**src/rtl/rd_odt_pkg.sv**
```systemverilog
package rd_odt_pkg;
  typedef enum logic [1:0] {
    ST_IDLE,
    ST_EVAL,
    ST_SCAN,
    ST_FINAL
  } odt_state_e;

  localparam int unsigned ARITH_W = 8;
  localparam logic signed [ARITH_W-1:0] PH_FLOOR = -8'sd128;
endpackage

```
**src/rtl/rd_odt_field_sel.sv**
```systemverilog
module rd_odt_field_sel #(
  parameter int unsigned NUM_CS = 4,
  parameter int unsigned STRIDE = 8,
  parameter int unsigned DLY_W  = 4,
  localparam int unsigned WORD_W = NUM_CS * STRIDE,
  localparam int unsigned IDX_W  = (NUM_CS > 1) ? $clog2(NUM_CS) : 1
) (
  input  logic [WORD_W-1:0] word_i,
  input  logic [IDX_W-1:0]  idx_i,
  output logic [DLY_W-1:0]  dly_o
);
  logic [DLY_W-1:0] lane [NUM_CS];

  for (genvar g = 0; g < NUM_CS; g++) begin : g_lane
    assign lane[g] = word_i[g*STRIDE +: DLY_W];
  end

  assign dly_o = lane[idx_i];
endmodule

```
**src/rtl/rd_odt_phase_max.sv**
```systemverilog
module rd_odt_phase_max
  import rd_odt_pkg::*;
#(
  parameter int unsigned LVL_W  = 8,
  parameter int unsigned PH_LSB = 6,
  parameter int unsigned PH_W   = 2
) (
  input  logic                      clk_i,
  input  logic                      rst_ni,
  input  logic                      clear_i,
  input  logic                      sample_i,
  input  logic [LVL_W-1:0]          level_i,
  output logic signed [ARITH_W-1:0] ph_max_o
);
  logic signed [ARITH_W-1:0] ph_new;

  assign ph_new = signed'({{(ARITH_W-PH_W){1'b0}}, level_i[PH_LSB +: PH_W]});

  always_ff @(posedge clk_i or negedge rst_ni) begin
    if (!rst_ni) begin
      ph_max_o <= PH_FLOOR;
    end else if (clear_i) begin
      ph_max_o <= PH_FLOOR;
    end else if (sample_i && (ph_new >= ph_max_o)) begin
      ph_max_o <= ph_new;
    end
  end
endmodule

```
**src/rtl/rd_odt_window_calc.sv**
```systemverilog
module rd_odt_window_calc
  import rd_odt_pkg::*;
#(
  parameter int unsigned DLY_W   = 4,
  parameter int unsigned START_W = 4,
  parameter int unsigned END_W   = 5,
  parameter int unsigned MARGIN  = 4,
  localparam int unsigned MIN_W  = DLY_W + 1
) (
  input  logic [MIN_W-1:0]          min_i,
  input  logic [DLY_W-1:0]          max_i,
  input  logic signed [ARITH_W-1:0] ph_i,
  output logic [START_W-1:0]        start_o,
  output logic [END_W-1:0]          end_o
);
  localparam logic signed [ARITH_W-1:0] START_SAT = ARITH_W'((1 << START_W) - 1);
  localparam logic signed [ARITH_W-1:0] END_SAT   = ARITH_W'((1 << END_W) - 1);
  localparam logic signed [ARITH_W-1:0] PAD       = ARITH_W'(MARGIN + 1);

  logic signed [ARITH_W-1:0] mn_s, mn_adj, st_full;
  logic signed [ARITH_W-1:0] mx_s, ph_half, mx_adj;

  always_comb begin
    mn_s   = signed'(ARITH_W'(min_i));
    mn_adj = mn_s - 8'sd1;
    if (mn_adj >= START_SAT) mn_adj = START_SAT;
    st_full = mn_adj - 8'sd1;
    start_o = st_full[START_W-1:0];

    mx_s    = signed'(ARITH_W'(max_i));
    ph_half = (ph_i + 8'sd1) / 8'sd2;
    mx_adj  = mx_s + PAD + ph_half;
    if (mx_adj >= END_SAT) mx_adj = END_SAT;
    end_o = mx_adj[END_W-1:0];
  end
endmodule

```
**src/rtl/rd_odt_window.sv**
```systemverilog
module rd_odt_window
  import rd_odt_pkg::*;
#(
  parameter int unsigned NUM_CS  = 4,
  parameter int unsigned STRIDE  = 8,
  parameter int unsigned DLY_W   = 4,
  parameter int unsigned MAX_OCT = 8,
  parameter int unsigned LVL_W   = 8,
  parameter int unsigned PH_LSB  = 6,
  parameter int unsigned PH_W    = 2,
  parameter int unsigned START_W = 4,
  parameter int unsigned END_W   = 5,
  parameter int unsigned MARGIN  = 4,
  localparam int unsigned WORD_W    = NUM_CS * STRIDE,
  localparam int unsigned CS_IDX_W  = (NUM_CS > 1) ? $clog2(NUM_CS) : 1,
  localparam int unsigned CS_CNT_W  = $clog2(NUM_CS + 1),
  localparam int unsigned OCT_IDX_W = (MAX_OCT > 1) ? $clog2(MAX_OCT) : 1,
  localparam int unsigned OCT_CNT_W = $clog2(MAX_OCT + 1)
) (
  input  logic                 clk_i,
  input  logic                 rst_ni,
  input  logic                 start_i,
  input  logic [WORD_W-1:0]    sdly_word_i,
  input  logic [CS_CNT_W-1:0]  cs_cnt_i,
  input  logic [OCT_CNT_W-1:0] oct_cnt_i,
  input  logic                 ph_valid_i,
  input  logic [LVL_W-1:0]     ph_level_i,
  output logic                 ph_ready_o,
  output logic                 busy_o,
  output logic                 done_o,
  output logic [START_W-1:0]   odt_start_o,
  output logic [END_W-1:0]     odt_end_o
);
  localparam int unsigned MIN_W = DLY_W + 1;
  localparam logic [MIN_W-1:0] MIN_INIT = MIN_W'((1 << MIN_W) - 1);

  odt_state_e state_q;
  logic [WORD_W-1:0]    word_q;
  logic [CS_IDX_W-1:0]  cs_idx_q, cs_last_q, cs_last_d;
  logic [OCT_IDX_W-1:0] oct_idx_q, oct_last_q, oct_last_d;
  logic [DLY_W-1:0]     max_q, dly;
  logic [MIN_W-1:0]     min_q;
  logic                 done_q;
  logic [START_W-1:0]   start_q, start_calc;
  logic [END_W-1:0]     end_q, end_calc;
  logic signed [ARITH_W-1:0] ph_max;
  logic accept, qualify, tie, ph_take, ph_clr, cs_last_hit, oct_last_hit;

  assign accept   = (state_q == ST_IDLE) && start_i;
  assign qualify  = dly >= max_q;
  assign tie      = dly == max_q;
  assign ph_take  = (state_q == ST_SCAN) && ph_valid_i;
  assign ph_clr   = accept || ((state_q == ST_EVAL) && tie);
  assign cs_last_hit  = cs_idx_q == cs_last_q;
  assign oct_last_hit = oct_idx_q == oct_last_q;

  // range-limited counts, stored as last index
  always_comb begin
    if (cs_cnt_i == '0) cs_last_d = '0;
    else if (cs_cnt_i > CS_CNT_W'(NUM_CS)) cs_last_d = CS_IDX_W'(NUM_CS - 1);
    else cs_last_d = CS_IDX_W'(cs_cnt_i - 1'b1);
    if (oct_cnt_i == '0) oct_last_d = '0;
    else if (oct_cnt_i > OCT_CNT_W'(MAX_OCT)) oct_last_d = OCT_IDX_W'(MAX_OCT - 1);
    else oct_last_d = OCT_IDX_W'(oct_cnt_i - 1'b1);
  end

  rd_odt_field_sel #(
    .NUM_CS (NUM_CS),
    .STRIDE (STRIDE),
    .DLY_W  (DLY_W)
  ) u_sel (
    .word_i (word_q),
    .idx_i  (cs_idx_q),
    .dly_o  (dly)
  );

  rd_odt_phase_max #(
    .LVL_W  (LVL_W),
    .PH_LSB (PH_LSB),
    .PH_W   (PH_W)
  ) u_ph (
    .clk_i    (clk_i),
    .rst_ni   (rst_ni),
    .clear_i  (ph_clr),
    .sample_i (ph_take),
    .level_i  (ph_level_i),
    .ph_max_o (ph_max)
  );

  rd_odt_window_calc #(
    .DLY_W   (DLY_W),
    .START_W (START_W),
    .END_W   (END_W),
    .MARGIN  (MARGIN)
  ) u_calc (
    .min_i   (min_q),
    .max_i   (max_q),
    .ph_i    (ph_max),
    .start_o (start_calc),
    .end_o   (end_calc)
  );

  always_ff @(posedge clk_i or negedge rst_ni) begin
    if (!rst_ni) begin
      state_q    <= ST_IDLE;
      word_q     <= '0;
      cs_idx_q   <= '0;
      cs_last_q  <= '0;
      oct_idx_q  <= '0;
      oct_last_q <= '0;
      max_q      <= '0;
      min_q      <= MIN_INIT;
      done_q     <= 1'b0;
      start_q    <= '0;
      end_q      <= '0;
    end else begin
      done_q <= 1'b0;
      unique case (state_q)
        ST_IDLE: begin
          if (start_i) begin
            word_q     <= sdly_word_i;
            cs_last_q  <= cs_last_d;
            oct_last_q <= oct_last_d;
            cs_idx_q   <= '0;
            max_q      <= '0;
            min_q      <= MIN_INIT;
            state_q    <= ST_EVAL;
          end
        end
        ST_EVAL: begin
          if (MIN_W'(dly) < min_q) min_q <= MIN_W'(dly);
          if (qualify) begin
            if (!tie) max_q <= dly;
            oct_idx_q <= '0;
            state_q   <= ST_SCAN;
          end else if (cs_last_hit) begin
            state_q <= ST_FINAL;
          end else begin
            cs_idx_q <= cs_idx_q + 1'b1;
          end
        end
        ST_SCAN: begin
          if (ph_valid_i) begin
            if (!oct_last_hit) begin
              oct_idx_q <= oct_idx_q + 1'b1;
            end else if (cs_last_hit) begin
              state_q <= ST_FINAL;
            end else begin
              cs_idx_q <= cs_idx_q + 1'b1;
              state_q  <= ST_EVAL;
            end
          end
        end
        ST_FINAL: begin
          start_q <= start_calc;
          end_q   <= end_calc;
          done_q  <= 1'b1;
          state_q <= ST_IDLE;
        end
        default: state_q <= ST_IDLE;
      endcase
    end
  end

  assign ph_ready_o  = state_q == ST_SCAN;
  assign busy_o      = state_q != ST_IDLE;
  assign done_o      = done_q;
  assign odt_start_o = start_q;
  assign odt_end_o   = end_q;
endmodule

```
**config.mk**
```make
export PLATFORM = sky130hd
export DESIGN_NAME = rd_odt_window
export DESIGN_NICKNAME = d
export VERILOG_FILES = /design/src/rtl/rd_odt_pkg.sv /design/src/rtl/rd_odt_field_sel.sv /design/src/rtl/rd_odt_phase_max.sv /design/src/rtl/rd_odt_window_calc.sv /design/src/rtl/rd_odt_window.sv
export SDC_FILE = /design/constraint.sdc
export NUM_CORES = 1
export LEC_CHECK = 0
export BUFFER_PORTS_ARGS = -buffer_cell sky130_fd_sc_hd__clkbuf_2
export CAP_MARGIN = 20
export CORE_MARGIN = 1
export CORE_UTILIZATION = 50
export CTS_CLUSTER_SIZE = 8
export DETAILED_ROUTE_END_ITERATION = 6
export HOLD_SLACK_MARGIN = 0.06
export PLACE_DENSITY = 0.77
export SLEW_MARGIN = 20
export SYNTH_ARGS = -nofsm -noshare
export SYNTH_HDL_FRONTEND = slang
export SYNTH_SLANG_ARGS = --single-unit
export TNS_END_PERCENT = 5
```
**constraint.sdc**
```tcl
create_clock -name clk_i -period 6.4 [get_ports clk_i]
set_input_delay 0.32 -clock clk_i [delete_from_list [all_inputs] [get_ports clk_i]]
set_output_delay 0.32 -clock clk_i [all_outputs]
set_load 0.05 [all_outputs]
```
After elaboration in Yosys (flattened, before gate mapping)
Index checks and enable logic that the tools add are counted.
{ "word_totals": {"regBits": 67, "inputBits": 51, "out_inout_bits": 12, "word_cells": 102} }
{ "classes": {"n_addsub": 10, "order_cmp": 8, "n_eq_ne": 15, "n_mux": 36, "bitwise_logic": 2, "reduce_logical": 19} }
{ "ops": {"columns": ["op", "n"], "rows": [
  ["$mux W2", 13],
  ["$mux W4", 6],
  ["$mux W8", 2],
  ["$mux W3", 5],
  ["$mux W5", 3],
  ["$ne A2 B2 Y1 const B", 6],
  ["$reduce_and A4 Y1", 3],
  ["$pmux W5 S2", 1],
  ["$add A6 B8 Y8", 1],
  ["$add A8 B1 Y8", 1],
  ["$add A8 B2 Y8 const B", 1],
  ["$bmux W4 S2", 1],
  ["$ge A3 B8 Y1", 1],
  ["$ge A8 B6 Y1 const B", 1],
  ["$pmux W2 S4", 1],
  ["$pmux W4 S2", 1],
  ["$reduce_bool A2 Y1", 4],
  ["$ge A6 B5 Y1 const B", 1],
  ["$pmux W2 S3", 1],
  ["$pmux W3 S2", 1],
  ["$sub A5 B1 Y6 const B", 1],
  ["$add A4 B3 Y5 const B", 1],
  ["$lt A4 B5 Y1", 1],
  ["$reduce_and A5 Y1", 1],
  ["other kinds (27)", 32]
]} }

Longest topological paths before layout
{ "logic_depth": {"depth_word": 8, "mapped_depth": 9, "depth_no_buf": 9} }

Cells and area by module
From an unflattened synthesis, not the netlist that was laid out.
{ "unflattened": {"hier_cells": 388, "hier_area_um2": 4129.0} }
{ "by_module_without_submodules": {"columns": ["module", "n_inst", "cells_each", "area_each_um2", "seq_area_each_um2"], "rows": [
  ["rd_odt_window", 1, 261, 3037.9, 1582.8],
  ["rd_odt_window_calc", 1, 98, 747.0, 0.0],
  ["rd_odt_phase_max", 1, 25, 239.0, 76.3],
  ["rd_odt_field_sel", 1, 4, 105.1, 0.0]
]} }

Worst setup path before layout
No wires, ideal clock.
{ "synth_path": {"path_kind": "reg2reg", "from": "register cs_idx_q[0]", "to": "register cs_idx_q[1]", "setup_time_ns": 0.069, "t_arrival_ns": 2.666, "required_time_ns": 6.331, "path_slack_ns": 3.665, "path_stages_with_launch": 9, "n_path_buf": 1, "period_less_slack_ns": 2.735, "path_cell_list": "dfrtp_1 buf_6 mux4_1 ha_1 and3_1 a221oi_1 o21ai_0 or4_1 nand3_1"} }
{ "synth_between": {"elab_chain_cells": 7, "word_cells_on_any_way": 14, "cone_classes": "add/sub (1); order compare (1); eq/ne (2); mux (8); bitwise (1); reduce/logical (1)"} }
{ "synth_lines": {"columns": ["item", "line_no", "source"], "rows": [
  ["start: declaration", "rd_odt_window.sv:39", "logic [CS_IDX_W-1:0] cs_idx_q, cs_last_q, cs_last_d;"],
  ["start signal: assignment", "rd_odt_window.sv:139", "cs_idx_q <= cs_idx_q + 1'b1;"],
  ["start signal: assignment", "rd_odt_window.sv:149", "cs_idx_q <= cs_idx_q + 1'b1;"],
  ["$not A2 Y3 (implied by the code)", "rd_odt_field_sel.sv:18", "assign dly_o = lane[idx_i];"],
  ["$bmux W4 S2", "rd_odt_field_sel.sv:18", null],
  ["$mux W4 (implied by the code) (2 in series)", "rd_odt_field_sel.sv:18", null],
  ["$ge A4 B4 Y1", "rd_odt_window.sv:50", "assign qualify = dly >= max_q;"],
  ["$ne A2 B2 Y1 (no line)", null, null],
  ["$reduce_and A5 Y1 (no line)", null, null]
]} }
Parallel ways exist; a longest one is shown, timed or not. The select of a mux whose other input is x is not followed.
A chain may end at the register's enable or synchronous reset.

Worst setup path in the final report
Same ends and word-level chain as after synthesis.

==> impl.org <==
** Outcome
- The run finished with clean final reports.

** Finish
- Commonest non-fill, non-tap cell in the layout :: sky130_fd_sc_hd__dfrtp_1
- The top cell types in the final layout, fill and taps aside, are 44 x sky130_fd_sc_hd__dfrtp_1, 40 x sky130_fd_sc_hd__clkbuf_2, 33 x sky130_fd_sc_hd__inv_1, 25 x sky130_fd_sc_hd__nand2_1, 22 x sky130_fd_sc_hd__ha_1.
- The finished cells cover 0.003336 mm^2.
- Counting the fill cells in the layout gives 492.
- Total area of sequential cells :: 0.001259 mm^2
- Share of final-layout standard cells stronger than drive strength 1 :: 24.53%
- The final layout contains 396 nets.
- Syn-to-layout area delta :: 11.36%
- # diodes :: 0
- At the end of the flow the core is filled with cells to 59.13%.
- Footprint of the multi-input gates :: 0.001562 mm^2

** Clock tree
- Number of H-tree branching levels :: 2
- Cells resized by post-CTS repair :: 0
- Once the clock tree was built, the setup fixing pass inserted 0 buffers.
- Clock net sink count :: 50
- CTS clock-pin slew for the worst setup and hold paths :: 0.10 ns
- TritonCTS Buffers :: 5
- Clock tree from TritonCTS :: built
- Cell at the root of the clock tree :: sky130_fd_sc_hd__clkbuf_8
- At the later pin of the worst-skew pair, clock insertion delay measures 0.31 ns.
- Counting along the longest clock path gives a buffer depth of 2.
- Hold repair after CTS inserted 0 buffers.

** Synthesis
- Of all cell types, the one taking the most synthesized area is sky130_fd_sc_hd__dfrtp_1.
- Post-synth design cell area :: 0.002995 mm^2
- Synthesis handed over a netlist of 280 instances.
- For this run, the leading register cell type out of synthesis is sky130_fd_sc_hd__dfrtp_1.
- Warnings, synthesis :: 0
- Yosys reg bits :: 50
- Average footprint of a synthesized cell :: 10.70 um^2
- Counting every net in the synthesized netlist gives 355.
- Post-synth EDFFs :: 0
- Number of distinct library cells after synthesis :: 56
- Fraction of synthesized cell area taken by the top area cell type :: 36.76%
- Sequential-to-total area share from yosys stat :: 42.02%
- After synthesis, the cell types taking the most area are sky130_fd_sc_hd__dfrtp_1 37%, sky130_fd_sc_hd__ha_1 9.2%, sky130_fd_sc_hd__mux2_2 7.5%.
- Of all flip-flops after synthesis, the portion carrying an async set or reset was 100.0%.

** Power
- The clock network is responsible for 10.7% of the overall power.
- Net load switching power :: 796.0 uW
- Sequential cells account for 32.6% of the total power.
- Combinational logic is responsible for 56.7% of the overall power.
- Maximum vdd ir drop :: 251.2 uV
- Leakage power :: 0.001588 uW
- Cell internal power dissipation :: 994.7 uW
- Pwr Density :: 536.8 mW/mm^2
- Fraction of power spent switching nets :: 44.45%

** Worst setup path
- Number of cells on the worst reg-to-reg path :: 7
- R2R setup slack :: 3.15 ns
- Critical path startpoint category :: flop
- In this design, the stage delay of the slowest critical-path cell is 0.70 ns.
- The worst setup path is captured at a flop.
- At the worst endpoint, the arrival time is 3.50 ns.
- Along the worst path, the maximum fanout reaches 8.
- The largest individual stage delay along the critical path comes from the cell sky130_fd_sc_hd__mux4_1.
- The signal on the critical path passes through mux4_1 -> ha_1 -> and3_1 -> a221oi_1 -> o21ai_0 -> or4_1 -> nand3_1.
- In this run the critical register-to-register path is launched from cs_idx_q[0].
- Req. time, crit path :: 6.65 ns
- Destination of the worst register-to-register timing path :: cs_idx_q[1]
- The worst setup path is of the flop to flop kind.

** Min path
- HP Class :: input pin to async pin

** Floorplanning
- 63 I/O pins were placed.
- The floorplan step defined a die boundary enclosing 0.006304 mm^2.
- The total area inside the core boundary comes to 0.005642 mm^2.
- Die height :: 79.40 um
- Once the floorplan was initialized, standard cells occupied 53.09% of the core.
- In this run the core area contains 27 standard-cell rows.
- From left edge to right edge, the die measures 79.40 um.

** STA
- The worst path meets setup with 3.150 ns of slack.
- The count of final max-slew check failures came to 0.
- Based on the critical path, the design can be clocked at up to 0.3077 GHz.
- Clock skew on the completed layout was measured at 0.01223 ns.
- Setup violations remaining at the end of the flow were counted as 0.
- In the finished design, the share of the clock period the worst path needs comes to 50.78%.
- The worst path needs 3.250 ns of the cycle, external delays included.
- The final hold violation count came to 0.
- Hold timing on the final database bottoms out at a slack of 0.09896 ns.
- At the pin with the least slew margin, the transition time is 1.016 ns.
- Summed over all failing endpoints, the final setup total negative slack is 0 ns.
- RSZ-0062 raised after global routing :: no
- Rel. slew slack :: 32.07%

** Route
- After detailed routing, the number of vias per cell comes to 5.447.
- Via count :: 2146
- In the routed design, unresolved DRC markers number 0.
- Initial drt markers :: 70
- Detailed Routing Iterations Pass 1 :: 4
- Average wire length per cell after detail routing :: 13.08 um
- For this block, the routed nets add up to 5154 um of wire.
- Remaining antenna violation count :: 0

** Global routing
- The number of global-route vias before repair is 2170.
- Global-route wire length before repair :: 9390 um
- Maximum number of pins on one net before global-route repair :: 51
- The number of antenna violations at the first check in global routing came to 0.
- Global routing used 18.85% of the available tracks across all layers.
- For this run the aggregate overflow at the end of global routing stands at 0.

** Placement
- Minimum setup slack after placement :: 3.165 ns
- The count of buffers added on input and output ports is 40.
- In this run the cell area measured after placement is 0.003242 mm^2.
- Half-perimeter wire length after detailed placement :: 3904 um
- Gp weighted congestion :: 0.8217

** Flow run
- Max-cap violations in this run came to 0.
[per-layer routing]
layer | wire length [um] | part of all wire (%) | vias to the layer above | track usage [%]
li1 | - | - | 1081 | -
met1 | 2355 | 46 | 1015 | 22.76
met2 | 2529 | 49 | 44 | 33.28
met3 | 220 | 4.3 | 6 | 4.571
met4 | 49 | 0.95 | 0 | 5.273
met5 | 0 | 0 | - | 0
[sequential cells by signal, summed over array words and instances (netlist names)]
register and cells:
cs_idx_q 2, cs_last_q 2, done_o 1, max_q 4, min_q 5, oct_idx_q 3, oct_last_q 3, odt_end_o 5
odt_start_o 4, state_q 2, u_ph.ph_max_o 3, word_q 16
[through the flow]
stage | total power, uW | std cells
2_1_floorplan | 1402 | 280
3_3_place_gp | 1566 | 386
3_5_place_dp | 1610 | 386
4_1_cts | 1807 | 394
5_1_grt | 1963 | 394
6_report | 1791 | 394
[worst max-delay path, delay by kind of cell (launching register included)]
| family | cells | cell delay, ns |
|---|---|---|
| fa+ha+maj | 1 | 0.36 |
| flops | 1 | 0.55 |
| simple gates | 3 | 0.84 |
| mux | 1 | 0.70 |
| compound gates | 2 | 0.75 |
[kinds of logic after synthesis]
logic type | Yosys count | share of synthesized area, %
buf+inv | 40 | 5.848
simple gates | 65 | 11.07
xor+xnor | 10 | 2.924
fa+ha+maj | 26 | 11.19
flops | 50 | 42.02
mux | 34 | 14.24
compound gates | 55 | 12.70
[how the worst max path moves through the flow]
stage / startpoint / endpoint / slack [ns] / cells after the start
global route: cs_idx_q[0] / cs_idx_q[1] / 2.97 / 7
CTS: cs_idx_q[0] / cs_idx_q[1] / 3.15 / 7
finish: cs_idx_q[0] / cs_idx_q[1] / 3.15 / 7
floorplan: cs_idx_q[0] / cs_idx_q[1] / 3.66 / 8
global placement: cs_idx_q[0] / cs_idx_q[1] / 3.27 / 7
detailed placement: cs_idx_q[0] / cs_idx_q[1] / 3.16 / 7
[cells in the mapped netlist, types with 3 or more instances]
library cell and number:
sky130_fd_sc_hd__o22a_1 4, sky130_fd_sc_hd__mux4_1 3, sky130_fd_sc_hd__a21oi_1 10, sky130_fd_sc_hd__and3_1 3
sky130_fd_sc_hd__mux2i_1 10, sky130_fd_sc_hd__nand3_1 4, sky130_fd_sc_hd__nand2_1 25, sky130_fd_sc_hd__xor2_1 3
sky130_fd_sc_hd__clkbuf_1 3, sky130_fd_sc_hd__nor2_1 12, sky130_fd_sc_hd__inv_1 33, sky130_fd_sc_hd__nand2b_1 7
sky130_fd_sc_hd__ha_1 22, sky130_fd_sc_hd__xnor2_1 7, sky130_fd_sc_hd__mux2_2 20, sky130_fd_sc_hd__a21o_1 3
sky130_fd_sc_hd__dfrtp_1 44, sky130_fd_sc_hd__o21ai_0 13, sky130_fd_sc_hd__dfstp_2 6
[final cells by class]
class | count | share of cell area, %
clock buffers | 5 | 2.063
clock inverters | 3 | 0.7502
inverters | 33 | 3.713
multi-input cells | 190 | 46.81
flip-flops and latches | 50 | 37.73
well taps | 72 | 2.701
repair buffers | 41 | 6.227
[power by group through the flow]
stage                     sequential [uW]  combinational, uW  clock [uW]
final                                 584               1010         192
after global routing                  607               1140         213
after CTS                             585               1020         199
after detailed placement              593               1020           0
after global placement                585                981           0
after floorplan                       652                750           0
(Power assumes the default switching activity.)
